<file path="config.mk">
export PLATFORM = sky130hd
export DESIGN_NAME = dsi_vid_seq
export DESIGN_NICKNAME = d
export VERILOG_FILES = /design/src/rtl/dsi_vid_pkg.sv /design/src/rtl/dsi_hdr_ecc.sv /design/src/rtl/dsi_crc16.sv /design/src/rtl/dsi_vline_ctr.sv /design/src/rtl/dsi_vid_seq.sv
export SDC_FILE = /design/constraint.sdc
export NUM_CORES = 1
export LEC_CHECK = 0
export CELL_PAD_IN_SITES_DETAIL_PLACEMENT = 0
export CELL_PAD_IN_SITES_GLOBAL_PLACEMENT = 1
export CORE_ASPECT_RATIO = 2
export CORE_UTILIZATION = 49
export DETAILED_ROUTE_END_ITERATION = 16
export PLACE_DENSITY_LB_ADDON = 0.1
export SLEW_MARGIN = 15
export SYNTH_ARGS = -nofsm -noshare
export SYNTH_HDL_FRONTEND = slang
export SYNTH_SLANG_ARGS = --single-unit
</file>
<file path="constraint.sdc">
create_clock -name clk -period 11.1 [get_ports clk]
set_clock_uncertainty 0.05 [all_clocks]
set_input_delay 2.775 -clock clk [delete_from_list [all_inputs] [get_ports clk]]
set_output_delay 2.775 -clock clk [all_outputs]
set_load 0.05 [all_outputs]
</file>
<file path="src/rtl/dsi_vid_pkg.sv">
`timescale 1ns/1ps
package dsi_vid_pkg;

    typedef enum logic [2:0] {
        ST_IDLE,
        ST_SHORT,
        ST_HDR,
        ST_PAY,
        ST_CRC
    } seq_st_t;

    typedef enum logic [1:0] {
        PK_BP,
        PK_MID,
        PK_FP
    } pkt_t;

    typedef enum logic [1:0] {
        RG_SYNC,
        RG_VBP,
        RG_ACT,
        RG_VFP
    } vreg_t;

    localparam logic [5:0] DT_VSS   = 6'h01;
    localparam logic [5:0] DT_HSS   = 6'h21;
    localparam logic [5:0] DT_BLANK = 6'h19;
    localparam logic [5:0] DT_RGB24 = 6'h3E;

    // Parity row masks over {WC hi, WC lo, DI}
    localparam logic [23:0] ECC_ROW [0:5] = '{
        24'hF12CB7, 24'hF2555B, 24'h749A6D,
        24'hB8E38E, 24'hDF03F0, 24'hEFFC00
    };

    localparam logic [15:0] CRC_POLY_REV = 16'h8408;
    localparam logic [15:0] CRC_SEED     = 16'hFFFF;

    function automatic logic [15:0] crc16_step(input logic [15:0] c, input logic [7:0] b);
        logic [15:0] r;
        r = c ^ {8'h00, b};
        for (int i = 0; i < 8; i++) begin
            r = r[0] ? ((r >> 1) ^ CRC_POLY_REV) : (r >> 1);
        end
        return r;
    endfunction

endpackage

</file>
<file path="src/rtl/dsi_hdr_ecc.sv">
`timescale 1ns/1ps
module dsi_hdr_ecc
    import dsi_vid_pkg::*;
(
    input  logic [23:0] hdr,
    output logic [7:0]  ecc
);
    for (genvar i = 0; i < 6; i++) begin : g_par
        assign ecc[i] = ^(hdr & ECC_ROW[i]);
    end
    assign ecc[7:6] = 2'b00;
endmodule

</file>
<file path="src/rtl/dsi_crc16.sv">
`timescale 1ns/1ps
module dsi_crc16
    import dsi_vid_pkg::*;
(
    input  logic        clk,
    input  logic        rst_n,
    input  logic        clr,
    input  logic        en,
    input  logic [7:0]  din,
    output logic [15:0] crc
);
    always_ff @(posedge clk or negedge rst_n) begin
        if (!rst_n) begin
            crc <= CRC_SEED;
        end else if (clr) begin
            crc <= CRC_SEED;
        end else if (en) begin
            crc <= crc16_step(crc, din);
        end
    end
endmodule

</file>
<file path="src/rtl/dsi_vline_ctr.sv">
`timescale 1ns/1ps
module dsi_vline_ctr
    import dsi_vid_pkg::*;
#(
    parameter int LINE_W = 12
) (
    input  logic              clk,
    input  logic              rst_n,
    input  logic              load,
    input  logic              step,
    input  logic [LINE_W-1:0] cfg_vsa,
    input  logic [LINE_W-1:0] cfg_vbp,
    input  logic [LINE_W-1:0] cfg_vact,
    input  logic [LINE_W-1:0] cfg_vfp,
    output vreg_t             region,
    output logic              vss_line,
    output logic              frame_last
);
    localparam int SUM_W = LINE_W + 2;

    logic [LINE_W-1:0] vsa_q, vbp_q, vact_q, vfp_q;
    logic [SUM_W-1:0]  ln_q;
    logic [SUM_W-1:0]  b_sync, b_vbp, b_act, b_all;

    always_ff @(posedge clk or negedge rst_n) begin
        if (!rst_n) begin
            vsa_q  <= '0;
            vbp_q  <= '0;
            vact_q <= '0;
            vfp_q  <= '0;
            ln_q   <= '0;
        end else if (load) begin
            vsa_q  <= cfg_vsa;
            vbp_q  <= cfg_vbp;
            vact_q <= cfg_vact;
            vfp_q  <= cfg_vfp;
            ln_q   <= '0;
        end else if (step) begin
            ln_q <= frame_last ? '0 : ln_q + SUM_W'(1);
        end
    end

    always_comb begin
        b_sync = SUM_W'(vsa_q);
        b_vbp  = b_sync + SUM_W'(vbp_q);
        b_act  = b_vbp + SUM_W'(vact_q);
        b_all  = b_act + SUM_W'(vfp_q);
        if (ln_q < b_sync)     region = RG_SYNC;
        else if (ln_q < b_vbp) region = RG_VBP;
        else if (ln_q < b_act) region = RG_ACT;
        else                   region = RG_VFP;
        vss_line   = (ln_q == '0) && (vsa_q != '0);
        frame_last = (ln_q + SUM_W'(1)) >= b_all;
    end
endmodule

</file>
<file path="src/rtl/dsi_vid_seq.sv">
`timescale 1ns/1ps
module dsi_vid_seq
    import dsi_vid_pkg::*;
#(
    parameter int WC_W   = 16,
    parameter int LINE_W = 12,
    parameter int PIX_W  = 24
) (
    input  logic              clk,
    input  logic              rst_n,
    input  logic [1:0]        cfg_vc,
    input  logic [WC_W-1:0]   cfg_hact_wc,
    input  logic [WC_W-1:0]   cfg_hbp_wc,
    input  logic [WC_W-1:0]   cfg_hfp_wc,
    input  logic [LINE_W-1:0] cfg_vsa,
    input  logic [LINE_W-1:0] cfg_vbp,
    input  logic [LINE_W-1:0] cfg_vact,
    input  logic [LINE_W-1:0] cfg_vfp,
    input  logic [PIX_W-1:0]  pix_data,
    input  logic              pix_valid,
    output logic              pix_ready,
    output logic [7:0]        out_data,
    output logic              out_valid,
    output logic              out_sop,
    output logic              underflow
);
    localparam int BPP    = PIX_W / 8;
    localparam int PH_W   = (BPP > 1) ? $clog2(BPP) : 1;
    localparam int HOLD_W = PIX_W - 8;

    seq_st_t           st_q, st_d;
    pkt_t              pkt_q;
    logic [WC_W-1:0]   cnt_q;
    logic [PH_W-1:0]   ph_q;
    logic [HOLD_W-1:0] hold_q;
    logic [1:0]        vc_q;
    logic [WC_W-1:0]   hact_q, hbp_q, hfp_q;

    vreg_t             region;
    logic              vss_line, frame_last;
    logic [WC_W-1:0]   wc_sel;
    logic              is_pix, need_pix, stall, adv;
    logic              short_end, hdr_end, pay_end, crc_end, line_end, frame_end;
    logic              load_cfg;
    logic [7:0]        di_short, di_long, ecc_byte;
    logic [23:0]       ecc_in;
    logic [15:0]       crc_val;

    // Packet selection and sequencing conditions
    always_comb begin
        unique case (pkt_q)
            PK_BP:   wc_sel = hbp_q;
            PK_MID:  wc_sel = hact_q;
            default: wc_sel = hfp_q;
        endcase
        is_pix    = (pkt_q == PK_MID) && (region == RG_ACT);
        need_pix  = (st_q == ST_PAY) && is_pix && (ph_q == '0);
        stall     = need_pix && !pix_valid;
        adv       = !stall;
        di_short  = {vc_q, vss_line ? DT_VSS : DT_HSS};
        di_long   = {vc_q, is_pix ? DT_RGB24 : DT_BLANK};
        ecc_in    = (st_q == ST_SHORT) ? {16'h0000, di_short}
                                       : {wc_sel[15:0], di_long};
        short_end = (st_q == ST_SHORT) && (cnt_q == WC_W'(3));
        hdr_end   = (st_q == ST_HDR)   && (cnt_q == WC_W'(3));
        pay_end   = (st_q == ST_PAY)   && (cnt_q == wc_sel - WC_W'(1));
        crc_end   = (st_q == ST_CRC)   && (cnt_q == WC_W'(1));
        line_end  = crc_end && (pkt_q == PK_FP);
        frame_end = line_end && frame_last;
        load_cfg  = (st_q == ST_IDLE) || (frame_end && adv);
    end

    // Next-state decision
    always_comb begin
        st_d = st_q;
        unique case (st_q)
            ST_IDLE:  st_d = ST_SHORT;
            ST_SHORT: if (short_end) st_d = ST_HDR;
            ST_HDR:   if (hdr_end) st_d = (wc_sel == '0) ? ST_CRC : ST_PAY;
            ST_PAY:   if (pay_end) st_d = ST_CRC;
            ST_CRC:   if (crc_end) st_d = (pkt_q == PK_FP) ? ST_SHORT : ST_HDR;
            default:  st_d = ST_IDLE;
        endcase
    end

    // State register and counters
    always_ff @(posedge clk or negedge rst_n) begin
        if (!rst_n) begin
            st_q   <= ST_IDLE;
            pkt_q  <= PK_BP;
            cnt_q  <= '0;
            vc_q   <= '0;
            hact_q <= '0;
            hbp_q  <= '0;
            hfp_q  <= '0;
        end else begin
            if (load_cfg) begin
                vc_q   <= cfg_vc;
                hact_q <= cfg_hact_wc;
                hbp_q  <= cfg_hbp_wc;
                hfp_q  <= cfg_hfp_wc;
            end
            if (adv) begin
                st_q  <= st_d;
                cnt_q <= (st_d != st_q) ? '0 : cnt_q + WC_W'(1);
                if (crc_end) begin
                    unique case (pkt_q)
                        PK_BP:   pkt_q <= PK_MID;
                        PK_MID:  pkt_q <= PK_FP;
                        default: pkt_q <= PK_BP;
                    endcase
                end
            end
        end
    end

    // Pixel phase and held bytes
    always_ff @(posedge clk or negedge rst_n) begin
        if (!rst_n) begin
            ph_q   <= '0;
            hold_q <= '0;
        end else if (st_q != ST_PAY) begin
            ph_q <= '0;
        end else if (adv && is_pix) begin
            ph_q <= (ph_q == PH_W'(BPP - 1)) ? '0 : ph_q + PH_W'(1);
            if (ph_q == '0) hold_q <= pix_data[PIX_W-1:8];
            else            hold_q <= hold_q >> 8;
        end
    end

    // Output decode
    always_comb begin
        out_valid = (st_q != ST_IDLE) && adv;
        out_data  = 8'h00;
        out_sop   = 1'b0;
        pix_ready = need_pix;
        underflow = stall;
        unique case (st_q)
            ST_IDLE: out_data = 8'h00;
            ST_SHORT: begin
                out_sop = (cnt_q == '0);
                unique case (cnt_q[1:0])
                    2'd0:    out_data = di_short;
                    2'd3:    out_data = ecc_byte;
                    default: out_data = 8'h00;
                endcase
            end
            ST_HDR: begin
                out_sop = (cnt_q == '0);
                unique case (cnt_q[1:0])
                    2'd0:    out_data = di_long;
                    2'd1:    out_data = wc_sel[7:0];
                    2'd2:    out_data = wc_sel[15:8];
                    default: out_data = ecc_byte;
                endcase
            end
            ST_PAY: begin
                if (is_pix) out_data = (ph_q == '0) ? pix_data[7:0] : hold_q[7:0];
            end
            ST_CRC: out_data = cnt_q[0] ? crc_val[15:8] : crc_val[7:0];
            default: out_data = 8'h00;
        endcase
    end

    dsi_hdr_ecc u_ecc (
        .hdr (ecc_in),
        .ecc (ecc_byte)
    );

    dsi_crc16 u_crc (
        .clk   (clk),
        .rst_n (rst_n),
        .clr   (st_q == ST_HDR),
        .en    (out_valid && (st_q == ST_PAY)),
        .din   (out_data),
        .crc   (crc_val)
    );

    dsi_vline_ctr #(.LINE_W(LINE_W)) u_vline (
        .clk        (clk),
        .rst_n      (rst_n),
        .load       (load_cfg),
        .step       (line_end && adv),
        .cfg_vsa    (cfg_vsa),
        .cfg_vbp    (cfg_vbp),
        .cfg_vact   (cfg_vact),
        .cfg_vfp    (cfg_vfp),
        .region     (region),
        .vss_line   (vss_line),
        .frame_last (frame_last)
    );
endmodule

</file>
### Yosys cells after proc, flatten, opt, wreduce, memory -nomap -nowiden

Index checks and enable logic that the tools add are counted.

* register bits after elaboration: 167
* bits of input ports: 125
* output and inout bits: 12
* logic and storage cells: 133

* add/sub/neg operators: 7
* magnitude comparators: 4
* equality and inequality tests: 16
* multiplexer cells: 40
* bitwise operators: 11
* reduce and logical (&&, ||, !) cells: 40

Operators with widths (count)
* 16-bit 2-to-1 mux: 12
* 24-bit parity: 6
* 14-bit 2-to-1 mux: 3
* 16-bit logical NOT: 2
* 16-bit case mux with 2 select lines: 1
* 8-bit case mux with 4 select lines: 1
* 14-bit by 12-bit adder with 14-bit output: 2
* 14-bit less-than comparator: 2
* 24-bit 2-to-1 mux: 1
* 8-bit 2-to-1 mux: 3
* 2-bit NOT with 3-bit output: 8
* 8-bit case mux with 3 select lines: 1
* 16-bit by 1-bit adder with 16-bit output (second input constant): 1
* 16-bit by 1-bit equality test with 1-bit output (second input constant): 1
* 16-bit equality test: 1
* 16-bit by 2-bit equality test with 1-bit output (second input constant): 1
* 1-bit logical AND: 16
* 8-bit case mux with 2 select lines: 1
* 16-bit by 1-bit subtractor with 16-bit output (second input constant): 1
* 16-bit by 8-bit XOR with 16-bit output: 1
* 3-bit 2-to-1 mux: 5
* 3-bit case mux with 5 select lines: 1
* 14-bit by 1-bit adder with 14-bit output (second input constant): 1
* 14-bit >= comparator: 1
* other kinds (25): 45

### Logic depth before layout (Yosys ltp)

Gate-level depths: netlist (run 1).

* depth in word-level cells: 32
* depth in mapped cells: 31
* mapped depth without buffers: 30

### By module

A second synthesis (run 1) with hierarchy kept.

* cell total of the unflattened synthesis: 1260
* area, all modules: 12456.9 um^2

Modules (own cells, without submodules)
* dsi_vid_seq: times used 1, cells an instance 560, area an instance 5485.3 um^2, seq. area each 2227.1 um^2
* dsi_vline_ctr: times used 1, cells an instance 578, area an instance 5420.2 um^2, seq. area each 1551.5 um^2
* dsi_crc16: times used 1, cells an instance 80, area an instance 1026.0 um^2, seq. area each 420.4 um^2
* dsi_hdr_ecc: times used 1, cells an instance 42, area an instance 525.5 um^2, seq. area each 0.0 um^2

### Worst setup path after synthesis (run 1)

Ideal clock, no wire load.

* kind: register to output
* start: register u_vline.vsa_q[0]
* end: output out_valid
* arrival: 6.167 ns
* data required time: 8.275 ns
* slack: 2.108 ns
* stages on the path, launching flop included: 29
* path buffers: 3
* path through: dfrtp_1 -> ha_1 -> inv_1 -> fa_1 -> inv_1 -> ha_1 -> a21o_1 -> a21oi_1 -> o21bai_1 -> a21oi_1 -> o21bai_1 -> a21oi_1 -> o21ai_0 -> a21o_1 -> a21o_1 -> a21o_1 -> nand2_1 -> ha_1 -> nand3_1 -> nor2_1 -> a221o_1 -> o21ai_0 -> o21ai_1 -> nor3_2 -> and3b_1 -> buf_2 -> buf_2 -> clkbuf_1 -> nor2_1

* longest elaborated chain between the ends: 13
* elaborated cells on any way between the ends: 15
* those cells by class: add/sub: 2; order compare: 3; eq/ne: 1; mux: 3; reduce/logical: 6

Ends and longest elaborated chain
* start, declared: RTL line dsi_vline_ctr.sv:21 `logic [LINE_W-1:0] vsa_q, vbp_q, vact_q, vfp_q;`
* start signal, assigned: RTL line dsi_vline_ctr.sv:33 `vsa_q <= cfg_vsa;`
* 12-bit by 12-bit adder with 13-bit output: RTL line dsi_vline_ctr.sv:45 `b_vbp = b_sync + SUM_W'(vbp_q);`
* 14-bit by 12-bit adder with 14-bit output: RTL line dsi_vline_ctr.sv:46 `b_act = b_vbp + SUM_W'(vact_q);`
* 14-bit less-than comparator: RTL line dsi_vline_ctr.sv:50 `else if (ln_q < b_act) region = RG_ACT;`
* 1-bit 2-to-1 mux: RTL line dsi_vline_ctr.sv:50
* 2-bit 2-to-1 mux: RTL line dsi_vline_ctr.sv:49 `else if (ln_q < b_vbp) region = RG_VBP;`
* 2-bit 2-to-1 mux (*): RTL line dsi_vline_ctr.sv:48 `if (ln_q < b_sync) region = RG_SYNC;`
* 2-bit equality test (*): RTL line dsi_vid_seq.sv:56 `is_pix = (pkt_q == PK_MID) && (region == RG_ACT);`
* 1-bit logical AND (*): RTL line dsi_vid_seq.sv:56
* 1-bit logical AND (*) (2 in series): RTL line dsi_vid_seq.sv:57 `need_pix = (st_q == ST_PAY) && is_pix && (ph_q == '0);`
* 1-bit logical AND (*): RTL line dsi_vid_seq.sv:58 `stall = need_pix && !pix_valid;`
* net underflow: RTL line dsi_vid_seq.sv:25 `output logic underflow`
* 1-bit logical NOT (*): RTL line dsi_vid_seq.sv:59 `adv = !stall;`
* 1-bit logical AND (*): RTL line dsi_vid_seq.sv:133 `out_valid = (st_q != ST_IDLE) && adv;`
* end, declared: RTL line dsi_vid_seq.sv:23 `output logic out_valid,`

The timed path passes the listed nets; every way through them passes the cells marked *.

### Worst setup path after layout (run 1)

* start: register u_vline.vsa_q[0]
* end: output out_data[4]

* longest elaborated chain between the ends: 13
* elaborated cells on any way between the ends: 20
* those cells by class: add/sub: 2; order compare: 3; eq/ne: 1; mux: 10; reduce/logical: 4

Ends and longest elaborated chain
* 12-bit by 12-bit adder with 13-bit output: RTL line dsi_vline_ctr.sv:45
* 14-bit by 12-bit adder with 14-bit output: RTL line dsi_vline_ctr.sv:46
* 14-bit less-than comparator: RTL line dsi_vline_ctr.sv:50
* 1-bit 2-to-1 mux: RTL line dsi_vline_ctr.sv:50
* 2-bit 2-to-1 mux: RTL line dsi_vline_ctr.sv:49
* 2-bit 2-to-1 mux: RTL line dsi_vline_ctr.sv:48
* 2-bit equality test: RTL line dsi_vid_seq.sv:56
* 1-bit logical AND: RTL line dsi_vid_seq.sv:56
* 6-bit 2-to-1 mux: RTL line dsi_vid_seq.sv:61 `di_long = {vc_q, is_pix ? DT_RGB24 : DT_BLANK};`
* 24-bit 2-to-1 mux: RTL line dsi_vid_seq.sv:62 `ecc_in = (st_q == ST_SHORT) ? {16'h0000, di_short}`
* 24-bit parity: RTL line dsi_hdr_ecc.sv:9 `assign ecc[i] = ^(hdr & ECC_ROW[i]);`
* 8-bit case mux with 3 select lines or 8-bit case mux with 2 select lines (tied branches): RTL line dsi_vid_seq.sv:150, dsi_vid_seq.sv:142
* 8-bit case mux with 4 select lines (*): RTL line dsi_vid_seq.sv:138 `unique case (st_q)`
* end, declared: RTL line dsi_vid_seq.sv:22 `output logic [7:0] out_data,`

Every way passes the cells marked *; elsewhere a longest branch is shown, timed or not.

==> results_dict.tcl, run 1 <==
set metrics [dict create \
    status "finished, final reports clean" \
    vias 9492 \
    fp.dieH_um 225 \
    cts_buffer_depth 2 \
    r2r_slack_ns 4.00 \
    drive_above_1_share 0.154 \
    path_buf_inv 3 \
    setup-tns-final_ns 0 \
    post_cts_buffers 0 \
    start_kind "flip-flop" \
    synthToLayoutAreaGrowth_pct 18.3 \
    crit_family "compound AO/OA/AOI/OAI gates" \
    cts_resized 0 \
    avgRoutedWirePerCell_um 19.5 \
    finalHoldViolCount 0 \
    r2r_end "hold_q[4]" \
    r2r_cells 27 \
    synth_fp_nets 1461 \
    die_w_um 114 \
    clk_pin_slew_worst_paths_ns 0.07 \
    grt_first_pass_wirelength_mm 52.4 \
    critical_path.max_fanout 9 \
    grt-ovfl-total 0 \
    synthFlopType "dfrtp_1" \
    antenna_found_initial 1 \
    seq_area_um2 4200 \
    postCtsHoldBufs 0 \
    wl_mm 33.2 \
    slowest_stage "clkdlybuf4s50_1" \
    max-slew-margin-rel 0.281 \
    grt_pass1_vias 9845 \
    multi_input_area_um2 7510 \
    avgSynthCellArea_um2 9.85 \
    path_depth 25 \
    fin_nets 1577 \
    port_buffers 136 \
    initial_core_util 0.500 \
    root_buffer "clkbuf_16" \
    grt_start_max_net_pins 80 \
    yosysUniqueCellTypes 82 \
    setup-violations-final 0 \
    core_area_um2 24400 \
    numCtsBuffers 17 \
    grt_use_total 0.275 \
    yosysWarningCount 0 \
    rows 81 \
    ys_seq_elements 167 \
    async_flop_share 1.00 \
    antenna_left 0 \
    worst_pin_slew_ns 1.07 \
    clock_latency_ns 0.45 \
    cts_tree "built" \
    setup.worst_path.end "out_data[4]" \
    vias_per_cell 5.58 \
    dieArea_um2 25600 \
    drt_iter0_markers 452 \
    gp_routability_congestion 0.892 \
    critPathArrivalTime_ns 6.88 \
    crit_required_ns 8.28 \
    path_class "flip-flop to primary output" \
    synth_enable_flop_cells 0 \
    ys_seq_area_frac 0.344 \
    cp_common_cell "a21o_1" \
    nFillCells 2161 \
    grt_setup_unrepaired "false" \
    hold_path_class "flip-flop to flip-flop" \
    drv_slew 0 \
    firstDrtPassIters 5 \
    startpoint "u_vline.vsa_q[0]" \
    min_period_ns 9.71 \
    htreeDepth 4 \
    r2r_start "u_vline.vsa_q[0]" \
    clock-sinks 167 \
    top_level_ports 137 \
    synthCells 1239 \
    dp_hpwl_mm 26.2 \
    maxCapViolCount 0 \
    drc 0 \
    fin_crit_sh 0.874 \
    clock.fmax_mhz 103 \
    slowest_delay_ns 0.83 \
    syn-cell-area_um2 12200 \
    worstSetupEndpointType "primary output" \
]
cell usage after synthesis, types with 6 or more instances:
cell,instances,area [µm²]
o22ai_1,8,50.1
and2_1,6,37.5
nand2b_1,31,194
mux2_2,109,1230
o21a_1,10,75.1
xnor2_1,75,657
ha_1,94,1180
mux2i_1,27,270
a22o_1,8,70.1
and3_1,15,93.8
buf_2,6,30.0
clkbuf_1,32,120
o21bai_1,7,52.6
buf_4,6,45.0
inv_1,76,285
mux2i_4,7,158
nor2b_1,10,62.6
xnor3_1,6,135
nor3_1,16,80.1
nor2_1,61,229
o211ai_1,11,82.6
nand3_1,27,135
o21ai_0,60,300
xor2_1,37,324
a21o_1,24,180
nand2_1,95,357
xnor2_2,7,114
a31oi_1,12,75.1
dfstp_2,16,420
a21oi_1,67,335
o21ai_1,8,40.0
dfrtp_1,151,3780
nor4_1,15,93.8
nand4_1,11,68.8
worst min path at each step:
stage	start	to	slack (ns)	cells after the start
floorplan	hold_q[0]	hold_q[0]	0.40	2
global placement	hold_q[3]	hold_q[3]	0.41	2
finish	hold_q[2]	hold_q[2]	0.43	2
detailed placement	hold_q[5]	hold_q[5]	0.42	2
CTS	hold_q[5]	hold_q[5]	0.43	2
global route	hold_q[5]	hold_q[5]	0.45	2
final cells by class:
class                      instances  area share
multi-input combinational        948       0.520
antenna                            1    0.000173
timing repair buffer             145      0.0990
clock inverter                    12     0.00988
inverter                          76      0.0198
sequential                       167       0.291
tap                              332      0.0288
clock buffer                      20      0.0316
sequential cells by signal, summed over array words and instances (netlist names), 14 cells and up:
register / flops
hact_q: 16
hold_q: 16
u_vline.ln_q: 14
hbp_q: 16
cnt_q: 16
hfp_q: 16
u_crc.crc: 16
worst register-to-register path, stage by stage, from the launching register on:
cell and delay [ns]:
dfrtp_1 0.39, ha_1 0.18, inv_1 0.06, fa_1 0.55, inv_1 0.06, ha_1 0.27
a21o_1 0.18, a21oi_1 0.24, o21bai_1 0.10, a21oi_1 0.22, o21bai_1 0.09, a21oi_1 0.22
o21ai_0 0.18, a21o_1 0.21, a21o_1 0.19, a21o_1 0.17, nand2_1 0.09, ha_1 0.27
nand3_1 0.12, nor2_1 0.06, a221o_1 0.31, o21ai_0 0.24, o21ai_1 0.24, nor3_2 0.60
and3b_1 0.35, buf_4 0.32, nand2b_1 0.70, o21ai_0 0.26
cells by family after synthesis:
group	Yosys count	share of synthesized area
multiplexers	147	0.140
adder cells (fa/ha/maj)	97	0.101
AO/OA/AOI/OAI	262	0.141
flip-flops	167	0.344
XOR/XNOR	126	0.102
buffers and inverters	124	0.0419
AND/OR/NAND/NOR	316	0.130
through the flow:
step / hold slack (ns) / instances / setup WS, ns / instance area (µm²) / util
4_1_cts: 0.435 / 1700 / 1.31 / 14400 / 0.591
3_3_place_gp: 0.411 / 1668 / 1.89 / 13800 / 0.567
5_1_grt: 0.453 / 1701 / 0.889 / 14400 / 0.591
3_5_place_dp: 0.419 / 1668 / 1.86 / 13800 / 0.567
6_report: 0.432 / 1701 / 1.39 / 14400 / 0.591
2_1_floorplan: 0.396 / 1239 / 2.11 / 12200 / -
per-layer routing:
metal	GRT usage	wire length (µm)	vias to the layer above
met2	0.555	19700	188
met5	0	0	-
met1	0.260	11400	4622
met3	0.0368	783	65
met4	0.138	1360	0
li1	-	-	4617
layout by cell type (no fill, tap or decap), types with 6 or more instances in the layout:
cell | synthesis | final
nor2_1 | 61 | 60
a22o_1 | 8 | 8
o21a_1 | 10 | 10
nand3_1 | 27 | 27
xor2_1 | 37 | 37
nand2_1 | 95 | 95
and3_1 | 15 | 15
nor2b_1 | 10 | 10
clkdlybuf4s50_1 | 0 | 135
and2_1 | 6 | 6
o21bai_1 | 7 | 7
mux2i_1 | 27 | 27
xnor3_1 | 6 | 6
dfrtp_1 | 151 | 150
clkbuf_16 | 0 | 17
a21oi_1 | 67 | 66
mux2_2 | 109 | 109
o21ai_0 | 60 | 60
buf_4 | 6 | 9
nand2b_1 | 31 | 31
nor3_1 | 16 | 16
o211ai_1 | 11 | 11
a31oi_1 | 12 | 12
inv_1 | 76 | 76
ha_1 | 94 | 94
o22ai_1 | 8 | 8
o21ai_1 | 8 | 8
mux2i_4 | 7 | 7
nand4_1 | 11 | 11
dfstp_2 | 16 | 16
xnor2_1 | 75 | 75
xnor2_2 | 7 | 7
nor4_1 | 15 | 15
a21o_1 | 24 | 24
Power of run 1 is left out: the tool's default activity adds up to more than one toggle a clock period on the data nets, which glitch-free logic cannot reach.
==> inputs of run 2 (changes only) <==
--- a/config.mk
+++ b/config.mk
@@ -8,9 +8,10 @@
 export CELL_PAD_IN_SITES_DETAIL_PLACEMENT = 0
 export CELL_PAD_IN_SITES_GLOBAL_PLACEMENT = 1
 export CORE_ASPECT_RATIO = 2
-export CORE_UTILIZATION = 49
+export CORE_UTILIZATION = 25
 export DETAILED_ROUTE_END_ITERATION = 16
 export PLACE_DENSITY_LB_ADDON = 0.1
+export SETUP_SLACK_MARGIN = 0.15
 export SLEW_MARGIN = 15
 export SYNTH_ARGS = -nofsm -noshare
 export SYNTH_HDL_FRONTEND = slang
==> run 2 against run 1 <==
Worst setup slack worse by 0.23 ns. Sequential share of layout area fell by 0.70 points. Worst hold slack hardly changed. Register-to-register slack lost 0.25 ns. Non-clock buffer count increased by 1. Global-route usage decreased by 9.8 points. Core utilization down 28 points. Maximum frequency shrank 2.4%. Critical path depth unchanged.
==> results_dict.tcl, run 2 (synthesized netlist as in run 1, its figures left out) <==
set metrics [dict create \
    cts_buffer_depth 2 \
    setup-tns-final_ns 0 \
    r2r_end "hold_q[1]" \
    final_common_cell "dfrtp_1" \
    crit_required_ns 8.28 \
    top_level_ports 137 \
    r2r_slack_ns 3.75 \
    clk_pin_slew_worst_paths_ns 0.07 \
    clock_latency_ns 0.46 \
    grt_start_max_net_pins 60 \
    setup.worst_path.end "out_data[3]" \
    htreeDepth 4 \
    cts_resized 0 \
    grt_setup_unrepaired "false" \
    root_buffer "clkbuf_16" \
    fp.dieH_um 314 \
    r2r_cells 27 \
    die_w_um 158 \
    setup_ws_ns 1.16 \
    path_buf_inv 3 \
    postCtsHoldBufs 0 \
    worst_pin_slew_ns 1.09 \
    port_buffers 136 \
    gp_routability_congestion 0.828 \
    maxCapViolCount 0 \
    min_period_ns 9.94 \
    firstDrtPassIters 4 \
    cp_common_cell "a21o_1" \
    r2r_start "u_vline.vsa_q[0]" \
    synthToLayoutAreaGrowth_pct 21.2 \
    path_class "flip-flop to primary output" \
    rows 114 \
    dieArea_um2 49800 \
    clock.fmax_mhz 101 \
    core_area_um2 48200 \
    fin_crit_sh 0.896 \
    post_cts_buffers 0 \
    final_cell_mix "dfrtp_1, clkdlybuf4s50_1, mux2_2" \
    finalHoldViolCount 0 \
    max-slew-margin-rel 0.274 \
    drc 0 \
    nFillCells 5125 \
    drive_above_1_share 0.151 \
    status "finished, final reports clean" \
    grt_pass1_vias 10000 \
    wl_mm 41.8 \
    crit_family "compound AO/OA/AOI/OAI gates" \
    preCtsSetupSlack_ns 1.49 \
    antenna_found_initial 1 \
    grt_use_total 0.176 \
    setup-violations-final 0 \
    vias_per_cell 4.68 \
    slowest_delay_ns 0.85 \
    worstSetupEndpointType "primary output" \
    vias 9392 \
    grt_first_pass_wirelength_mm 63.3 \
    slowest_stage "clkdlybuf4s50_1" \
    cts_tree "built" \
    dp_hpwl_mm 33.5 \
    path_depth 25 \
    critical_path.max_fanout 9 \
    hold_path_class "flip-flop to flip-flop" \
    initial_core_util 0.253 \
    numCtsBuffers 17 \
    startpoint "u_vline.vsa_q[0]" \
    start_kind "flip-flop" \
    avgRoutedWirePerCell_um 20.8 \
    critPathArrivalTime_ns 7.12 \
    drt_iter0_markers 334 \
    fin_nets 1578 \
    clock-sinks 167 \
    antenna_left 0 \
    drv_slew 0 \
    grt-ovfl-total 0 \
]
[run 2: worst min-delay path by stage]
stage / from / to / slack, ns / cells after the start
2_1_floorplan: hold_q[0] / hold_q[0] / 0.40 / 2
3_3_place_gp: hold_q[2] / hold_q[2] / 0.41 / 2
3_5_place_dp: hold_q[2] / hold_q[2] / 0.42 / 2
4_1_cts: hold_q[2] / hold_q[2] / 0.44 / 2
5_1_grt: hold_q[2] / hold_q[2] / 0.46 / 2
6_report: hold_q[2] / hold_q[2] / 0.43 / 2
[run 2: routing by layer]
layer / vias up / GRT usage / part of all wire / wire length, µm
li1: 4626 / - / - / -
met1: 4586 / 0.165 / 0.34 / 14300
met2: 144 / 0.374 / 0.62 / 25800
met3: 36 / 0.0213 / 0.022 / 928
met4: 0 / 0.0579 / 0.019 / 776
met5: - / 0 / 0 / 0
[run 2: area by class of cell]
class / count / area (µm²) / share of cell area
Antenna cell: 1 / 2.50 / 0.000169
Clock buffer: 23 / 458 / 0.0309
Clock inverter: 9 / 106 / 0.00719
Inverter: 76 / 285 / 0.0193
Multi-Input combinational cell: 948 / 7510 / 0.507
Sequential cell: 167 / 4200 / 0.284
Tap cell: 638 / 798 / 0.0539
Timing Repair Buffer: 146 / 1440 / 0.0972
[run 2: worst min-delay path, cell delays in order (launching register included)]
cell and delay (ns):
dfrtp_1 0.34, nand2_1 0.05, o21ai_0 0.06
[run 2: metrics by stage]
step	instances	utilization	cell area (µm²)	hold WS, ns
after global placement	1975	0.295	14200	0.414
after global routing	2008	0.307	14800	0.457
after detailed placement	1975	0.295	14200	0.420
after CTS	2007	0.307	14800	0.436
after floorplan	1239	-	12200	0.396
final	2008	0.307	14800	0.432
Power of run 2 is left out for the same reason.
